$ cat config.mk
export PLATFORM = sky130hd
export DESIGN_NAME = bsmul_top
export DESIGN_NICKNAME = d
export VERILOG_FILES = /design/src/rtl/bsmul_pkg.sv /design/src/rtl/bsmul_ctrl.sv /design/src/rtl/bsmul_colsum.sv /design/src/rtl/bsmul_result.sv /design/src/rtl/bsmul_top.sv
export SDC_FILE = /design/constraint.sdc
export NUM_CORES = 1
export LEC_CHECK = 0
export ABC_CLOCK_PERIOD_IN_PS = 4300
export BUFFER_PORTS_ARGS = -buffer_cell sky130_fd_sc_hd__buf_2
export CORE_MARGIN = 3
export CORE_UTILIZATION = 52
export CTS_BUF_LIST = sky130_fd_sc_hd__clkbuf_8
export DETAILED_ROUTE_END_ITERATION = 8
export PLACE_DENSITY = 0.77
export SLEW_MARGIN = 20
export SYNTH_ARGS = -nofsm -noshare
export SYNTH_HDL_FRONTEND = slang
export SYNTH_SLANG_ARGS = --single-unit
$ cat constraint.sdc
create_clock -name clk -period 4.3 [get_ports clk]
set_input_delay 0.215 -clock clk [delete_from_list [all_inputs] [get_ports clk]]
set_output_delay 0.215 -clock clk [all_outputs]
set_load 0.05 [all_outputs]
$ cat src/rtl/bsmul_pkg.sv
package bsmul_pkg;
  typedef enum logic [1:0] {
    ST_IDLE = 2'd0,
    ST_RUN  = 2'd1,
    ST_FLAG = 2'd2,
    ST_DONE = 2'd3
  } bsmul_state_e;
endpackage

$ cat src/rtl/bsmul_ctrl.sv
module bsmul_ctrl
  import bsmul_pkg::*;
#(
  parameter int W = 8
) (
  input  logic clk,
  input  logic rst,
  input  logic start,
  output logic load,
  output logic step,
  output logic stop
);
  localparam int COLS = 2 * W;
  localparam int CW   = $clog2(COLS);
  localparam logic [CW-1:0] LAST = CW'(COLS - 1);

  bsmul_state_e state_q;
  logic [CW-1:0] cnt_q;
  logic          stop_q;

  assign load = start && (state_q == ST_IDLE || state_q == ST_DONE);
  assign step = (state_q == ST_RUN);
  assign stop = stop_q;

  always_ff @(posedge clk) begin
    if (rst) begin
      state_q <= ST_IDLE;
      cnt_q   <= '0;
      stop_q  <= 1'b0;
    end else if (load) begin
      state_q <= ST_RUN;
      cnt_q   <= '0;
      stop_q  <= 1'b0;
    end else begin
      case (state_q)
        ST_RUN: begin
          if (cnt_q == LAST) state_q <= ST_FLAG;
          else               cnt_q   <= cnt_q + CW'(1);
        end
        ST_FLAG: begin
          state_q <= ST_DONE;
          stop_q  <= 1'b1;
        end
        default: ;
      endcase
    end
  end

  // a running count advances by one each cycle, whatever start does
  assert_run_not_restarted_R4: assert property (@(posedge clk) disable iff (rst)
    (state_q == ST_RUN && cnt_q != LAST) |=>
      (state_q == ST_RUN && cnt_q == $past(cnt_q) + CW'(1)));

  // stop rises on the edge after the last column
  assert_stop_after_flag_R2: assert property (@(posedge clk) disable iff (rst)
    (state_q == ST_FLAG) |=> stop_q);

  // stop holds until an accepted start
  assert_stop_hold_R3: assert property (@(posedge clk) disable iff (rst)
    (stop_q && !start) |=> stop_q);
endmodule

$ cat src/rtl/bsmul_colsum.sv
module bsmul_colsum #(
  parameter int W = 8
) (
  input  logic         clk,
  input  logic         rst,
  input  logic         load,
  input  logic         step,
  input  logic [W-1:0] a_in,
  input  logic [W-1:0] b_in,
  output logic         col_bit
);
  logic [W-1:0] ra_q;
  logic [W-1:0] rb_q;
  logic [W-2:0] dly_q;
  logic [W-2:0] cy_q;
  logic [W-1:0] taps;
  logic [W-1:0] pp;
  logic [W-1:0] s;
  logic [W-2:0] co;

  assign taps = {dly_q, ra_q[0]};
  assign pp   = rb_q & taps;
  assign s[0] = pp[0];

  for (genvar j = 1; j < W; j++) begin : g_fa
    assign {co[j-1], s[j]} = {1'b0, s[j-1]} + {1'b0, pp[j]} + {1'b0, cy_q[j-1]};
  end

  assign col_bit = s[W-1];

  always_ff @(posedge clk) begin
    if (rst) begin
      ra_q  <= '0;
      rb_q  <= '0;
      dly_q <= '0;
      cy_q  <= '0;
    end else if (load) begin
      ra_q  <= a_in;
      rb_q  <= b_in;
      dly_q <= '0;
      cy_q  <= '0;
    end else if (step) begin
      ra_q  <= ra_q >> 1;
      dly_q <= taps[W-2:0];
      cy_q  <= co;
    end
  end

  // the multiplier operand is only replaced by a load
  assert_b_held_R6: assert property (@(posedge clk) disable iff (rst)
    !load |=> $stable(rb_q));

  // the multiplicand register only ever loses bits while stepping
  assert_a_drains_R6: assert property (@(posedge clk) disable iff (rst)
    (step && !load) |=> ($countones(ra_q) <= $countones($past(ra_q))));
endmodule

$ cat src/rtl/bsmul_result.sv
module bsmul_result #(
  parameter int W = 8
) (
  input  logic           clk,
  input  logic           rst,
  input  logic           load,
  input  logic           step,
  input  logic           col_bit,
  output logic [2*W-1:0] prod
);
  localparam int PW = 2 * W;

  logic [PW-1:0] rc_q;

  always_ff @(posedge clk) begin
    if (rst || load) rc_q <= '0;
    else if (step)   rc_q <= {col_bit, rc_q[PW-1:1]};
  end

  assign prod = rc_q;

  // each step moves the previous contents down one place
  assert_shift_right_R8: assert property (@(posedge clk) disable iff (rst)
    (step && !load) |=> (rc_q[PW-2:0] == $past(rc_q[PW-1:1])));
endmodule

$ cat src/rtl/bsmul_top.sv
module bsmul_top #(
  parameter int W = 8
) (
  input  logic           clk,
  input  logic           rst,
  input  logic           start,
  input  logic [W-1:0]   a,
  input  logic [W-1:0]   b,
  output logic [2*W-1:0] c,
  output logic           stop
);
  logic load;
  logic step;
  logic col_bit;

  bsmul_ctrl #(.W(W)) u_ctrl (
    .clk(clk), .rst(rst), .start(start),
    .load(load), .step(step), .stop(stop)
  );

  bsmul_colsum #(.W(W)) u_colsum (
    .clk(clk), .rst(rst), .load(load), .step(step),
    .a_in(a), .b_in(b), .col_bit(col_bit)
  );

  bsmul_result #(.W(W)) u_result (
    .clk(clk), .rst(rst), .load(load), .step(step),
    .col_bit(col_bit), .prod(c)
  );

  // reset clears both outputs
  assert_reset_clears_R5: assert property (@(posedge clk)
    rst |=> (c == '0 && !stop));

  // the product is frozen while stop holds
  assert_c_frozen_R3: assert property (@(posedge clk) disable iff (rst)
    (stop && !start) |=> $stable(c));

  // a load clears the product and drops stop
  assert_load_clears_R7: assert property (@(posedge clk) disable iff (rst)
    load |=> (c == '0 && !stop));
endmodule

==> results.json, run 1 <==
{
  "hold_buffers": 0,
  "row_count": 23,
  "worstSetupPathType": "flip-flop to flip-flop",
  "start_util": 0.553,
  "grt_remaining_overflow": 0,
  "synthArstFlopShare": 0,
  "cp-start-kind": "flip-flop",
  "globalplace.congestion": 0.760,
  "power_density_mw_per_mm2": 523,
  "synth_top_cell_by_area": "dfxtp_1",
  "yosys_warnings": 0,
  "cts_sinks": 53,
  "antenna_found_initial": 0,
  "finalHoldViolations": 0,
  "grt_start_max_net_pins": 28,
  "fin_setup_tns_ns": 0,
  "root_buffer": "clkbuf_8",
  "vias": 1601,
  "max_freq_mhz": 239,
  "grt_pass1_vias": 1572,
  "yosysUniqueCellTypes": 29,
  "cellLeakagePower_nw": 1.04,
  "syn_inst": 229,
  "netlist_area_mm2": 0.00227,
  "setup_viol": 0,
  "cp.arrival_ns": 4.42,
  "io_pins": 36,
  "wl_per_cell_um": 12.4,
  "drt_iter0_markers": 63,
  "fin_crit_ns": 4.18,
  "avgViaCountPerCell": 5.18,
  "die_h_um": 72.1,
  "synth-seq-cells": 53,
  "final_nets": 287,
  "drtAntennaViolNets": 0,
  "drive_gt1_frac": 0.212,
  "fin_crit_sh": 0.972,
  "routed_wl_um": 3840,
  "stdcell_area_mm2": 0.00253,
  "outcome": "completed",
  "synth_most_common_cell": "dfxtp_1",
  "die_w_um": 72.1,
  "antenna_cells": 0,
  "cp.required_ns": 4.54,
  "max-cap-violations": 0,
  "synthFlopType": "dfxtp_1",
  "portBuffers": 35,
  "drv_slew": 0,
  "grt_pass1_wl_um": 7020,
  "syn_nets": 258,
  "synth_seq_area_share": 0.466,
  "yosysTopAreaCellShare": 0.466,
  "slew_headroom": 0.520,
  "placed_area_mm2": 0.00242,
  "path_clk_slew_ns": 0.09,
  "cts_setup_buffers": 0,
  "rsz0062_at_grt": "no",
  "numCtsBuffers": 5,
  "h-tree-depth": 2,
  "insertion_delay_ns": 0.31,
  "clk_path_buf_depth": 2,
  "critPathMaxFanout": 3,
  "worst_slew_pin_slew_ns": 0.718,
  "vdd_ir_drop_max_v": 0.000318,
  "synthTopCellsByArea": "dfxtp_1 (47%), mux2i_1 (15%), nor2_1 (6.8%), fa_1 (6.2%), nand2_1 (3.6%)",
  "syn_to_final_growth_pct": 11.3,
  "netlist_top_cells_count": "dfxtp_1 (53), nor2_1 (41), mux2i_1 (34)",
  "dr.pass1.iters": 4,
  "core_mm2": 0.00412,
  "endpoint_kind": "flip-flop",
  "grt.total_usage": 0.172,
  "cts_tree": "built",
  "synth_edf_count": 0,
  "power_mw": 1.32,
  "min_path_type": "input pin to flip-flop",
  "finalClockSkew_ns": 0.00786,
  "die_area_mm2": 0.00520,
  "drc": 0,
  "dp_hpwl_um": 2680,
  "syn_area_per_cell_um2": 9.93
}
-- through the flow --
stage,utilization,cells,hold slack [ns],setup slack [ns]
floorplan,-,229,0.351,0.158
global placement,0.588,301,0.442,0.117
detailed placement,0.588,301,0.452,0.0338
CTS,0.613,309,0.120,0.00873
global route,0.615,309,0.140,0.0120
finish,0.615,309,0.120,0.121
-- critical path: stages, from the launching register on --
cell and delay, ns:
dfxtp_2 0.34, nand2_1 0.06, fa_1 0.50, inv_1 0.05, fa_1 0.52, fa_1 0.43
fa_1 0.53, fa_1 0.43, fa_1 0.52, inv_1 0.05, fa_1 0.45, a211oi_2 0.21
-- state kept, by name, indices dropped and copies added (netlist names) --
signal and cells:
u_colsum.cy_q 7, u_colsum.dly_q 7, u_colsum.ra_q 8, u_colsum.rb_q 8, u_ctrl.cnt_q 4, u_ctrl.state_q 2
u_ctrl.stop 1, u_result.prod 16
-- per-layer routing --
metal | vias to the layer above | track usage | share of wire
met3 | 6 | 0.0526 | 0.062
met4 | 0 | 0.0752 | 0.019
met2 | 44 | 0.267 | 0.44
met1 | 723 | 0.222 | 0.48
met5 | - | 0 | 0
li1 | 828 | - | -
-- cell type report --
class / count / area (µm²)
Clock buffer: 7 / 96.3
Fill cell: 363 / 1580
Timing Repair Buffer: 37 / 190
Clock inverter: 1 / 5.00
Sequential cell: 53 / 1070
Multi-Input combinational cell: 153 / 1080
Inverter: 8 / 30.0
Tap cell: 50 / 62.6
-- kinds of logic after synthesis --
family                     Yosys count  synth area share
and+or+nand+nor                     80             0.151
DFF                                 53             0.466
muxes                               34             0.150
AOI/OAI and AO/OA                   29            0.0935
buffers and inverters               23            0.0611
adders and majority gates           10            0.0781
-- layout by cell type (no fill, tap or decap), types with 2 or more instances in the layout --
master	Yosys	layout
a211oi_1	10	9
clkbuf_8	0	7
buf_4	3	2
dfxtp_1	53	49
nor2_1	41	41
and2_1	6	6
o31ai_1	2	2
fa_1	7	7
mux2i_1	34	34
dfxtp_2	0	4
inv_1	7	7
buf_2	6	35
a21oi_1	12	12
nor3_1	4	4
nand2_1	22	22
o211ai_1	2	2
ha_1	3	2
-- power by group --
part | switching [mW] | total [mW] | internal (mW)
combinational | 0.259 | 0.431 | 0.172
clock | 0.158 | 0.304 | 0.146
sequential | 0.0376 | 0.588 | 0.551
-- path summary, 6_finish.rpt --
check                                 startpoint           endpoint  slack (ns)  depth (start not counted)
worst min register to register  u_colsum.rb_q[2]   u_colsum.rb_q[2]        0.46                          2
worst max-delay path            u_colsum.ra_q[0]  u_result.prod[15]        0.12                         11
worst min-delay path                        b[0]   u_colsum.rb_q[0]        0.12                          3
worst max register to register  u_colsum.ra_q[0]  u_result.prod[15]        0.12                         11
-- repair_timing --
| item | CTS | global route |
|---|---|---|
| setup endpoints to repair | 0 | 2 |
| endpoints found under the hold margin | 0 | 0 |
| resized for setup | 0 | 5 |
No activity file was read; power rests on OpenSTA's default activity.
==> run 2, diff against run 1 <==
- ABC_AREA: not set -> 1
- BUFFER_PORTS_ARGS: -buffer_cell sky130_fd_sc_hd__buf_2 -> -buffer_cell sky130_fd_sc_hd__buf_4
==> results.json, run 2 <==
{
  "min_path_type": "input pin to flip-flop",
  "syn_area_per_cell_um2": 7.85,
  "grt_pass1_vias": 1761,
  "netlist_top_cells_count": "nand2_1 (96), dfxtp_1 (53), a21oi_1 (36)",
  "synth_xor_area_frac": 0,
  "cp-start-kind": "flip-flop",
  "max-cap-violations": 0,
  "die_h_um": 72.0,
  "yosysUniqueCellTypes": 22,
  "drtAntennaViolNets": 0,
  "h-tree-depth": 2,
  "cp.required_ns": 4.55,
  "worst_slew_pin_slew_ns": 0.902,
  "worstSetupPathType": "flip-flop to flip-flop",
  "critPathMaxFanout": 2,
  "drive_gt1_frac": 0.197,
  "synthArstFlopShare": 0,
  "fin_setup_tns_ns": 0,
  "final_util": 0.637,
  "cts_tree": "built",
  "syn_to_final_growth_pct": 15.1,
  "hold_buffers": 0,
  "synth_top_cell_by_area": "dfxtp_1",
  "synth_top_family_by_area": "simple AND/OR/NAND/NOR gates",
  "netlist_area_mm2": 0.00226,
  "root_buffer": "clkbuf_8",
  "die_w_um": 72.0,
  "outcome": "completed",
  "numCtsBuffers": 5,
  "fin_crit_ns": 4.27,
  "fillers": 363,
  "routed_wl_um": 4240,
  "top_usage_layer": "met2",
  "row_count": 23,
  "syn_nets": 317,
  "avgViaCountPerCell": 5.02,
  "mostFrequentLayoutCells": "nand2_1 (95), dfxtp_1 (49), buf_4 (38), a21oi_1 (36), nor2_1 (26)",
  "numPlacedInstances": 362,
  "final_common_cell": "nand2_1",
  "final_nets": 348,
  "core_mm2": 0.00409,
  "drc": 0,
  "cellLeakagePower_nw": 1.08,
  "finalHoldViolations": 0,
  "use_met2": 0.293,
  "grt_start_max_net_pins": 42,
  "fin_crit_sh": 0.994,
  "yosys_warnings": 0,
  "grt.total_usage": 0.178,
  "synth_edf_count": 0,
  "synth_compound_area_frac": 0.145,
  "vias": 1857,
  "max_freq_mhz": 234,
  "drv_slew": 0,
  "synthAdderAreaFrac": 0.0785,
  "synthTopCellsByArea": "dfxtp_1 (47%), nand2_1 (16%), a21oi_1 (8.0%), fa_1 (6.2%), nor2_1 (4.3%)",
  "portBuffers": 35,
  "dp_hpwl_um": 2800,
  "cp.arrival_ns": 4.52,
  "synthFlopType": "dfxtp_1",
  "insertion_delay_ns": 0.31,
  "grtUsageMet1": 0.222,
  "grt_remaining_overflow": 0,
  "synth_seq_area_share": 0.469,
  "grt_pass1_wl_um": 7310,
  "antenna_found_initial": 0,
  "rsz0062_at_grt": "yes",
  "clk_path_buf_depth": 2,
  "slew_headroom": 0.398,
  "cts_setup_buffers": 0,
  "finalClockSkew_ns": 0.0111,
  "drt_iter0_markers": 113,
  "globalplace.congestion": 0.740,
  "met3_usage": 0.0540,
  "path_clk_slew_ns": 0.10,
  "dr.pass1.iters": 4,
  "start_util": 0.554,
  "synthSimpleGateAreaFrac": 0.226,
  "endpoint_kind": "flip-flop",
  "synth_mux_area_frac": 0,
  "largest_register_ffs": 16,
  "io_pins": 36,
  "cts_sinks": 53,
  "fin_cells": 370,
  "power_density_mw_per_mm2": 474,
  "wl_per_cell_um": 11.5,
  "setup_viol": 0,
  "yosysTopAreaCellShare": 0.469,
  "antenna_cells": 0,
  "syn_inst": 288,
  "vdd_ir_drop_max_v": 0.000312,
  "synth_most_common_cell": "nand2_1",
  "synth-seq-cells": 53,
  "power_mw": 1.23,
  "die_area_mm2": 0.00518
}
[run 2: layer usage]
layer	vias to the layer above	routed length [µm]
li1	966	-
met1	848	2020
met2	37	1960
met3	6	206
met4	0	52
met5	-	0
[run 2: power breakdown]
group / internal, mW / leakage (nW) / switching (mW)
combinational: 0.105 / 0.600 / 0.256
sequential: 0.551 / 0.433 / 0.0341
clock: 0.118 / 0.0447 / 0.170
[run 2: worst max-delay path, cell delays in order (launching register included)]
cell and delay (ns):
dfxtp_2 0.35, nand2_2 0.06, fa_1 0.49, inv_1 0.05, fa_1 0.51, fa_1 0.43, fa_1 0.51, fa_1 0.43
fa_1 0.54, inv_2 0.04, fa_1 0.45, or2_1 0.24, a21oi_1 0.12
[run 2: cells by family (layout without fill, tap and decap cells)]
group,count (synthesis),count (layout)
adder cells (fa/ha/maj),10,10
AO/OA/AOI/OAI,61,61
buffers and inverters,34,66
flip-flops,53,53
AND/OR/NAND/NOR,130,130
[run 2: final timing paths]
kind	from	to	slack [ns]	cells past startpoint
setup / recovery	u_colsum.rb_q[0]	u_result.prod[15]	0.03	12
hold / removal	rst	u_colsum.ra_q[1]	0.14	2
setup reg to reg	u_colsum.rb_q[0]	u_result.prod[15]	0.03	12
hold reg to reg	u_colsum.ra_q[1]	u_colsum.ra_q[1]	0.46	2
[run 2: cell type report]
type | instances | area, µm² | share of cell area
Sequential cell | 53 | 1070 | 0.409
Multi-Input combinational cell | 201 | 1020 | 0.392
Inverter | 20 | 75.1 | 0.0288
Timing Repair Buffer | 38 | 285 | 0.110
Clock buffer | 5 | 68.8 | 0.0264
Clock inverter | 3 | 25.0 | 0.00961
Tap cell | 50 | 62.6 | 0.0240
[run 2: what timing repair did]
| action | in CTS | in global routing |
|---|---|---|
| pin swaps | 3 | 0 |
| cloned | 0 | 0 |
| setup endpoints to repair | 1 | 1 |
| resized for setup | 0 | 7 |
[run 2: through the flow]
step / hold WS [ns] / setup WS (ns) / instance area, µm²
2_1_floorplan: 0.362 / 0.0660 / 2260
3_3_place_gp: 0.450 / 0.0176 / 2500
3_5_place_dp: 0.452 / -0.0515 / 2500
4_1_cts: 0.139 / 0.00268 / 2600
5_1_grt: 0.144 / -0.127 / 2600
6_report: 0.140 / 0.0276 / 2600
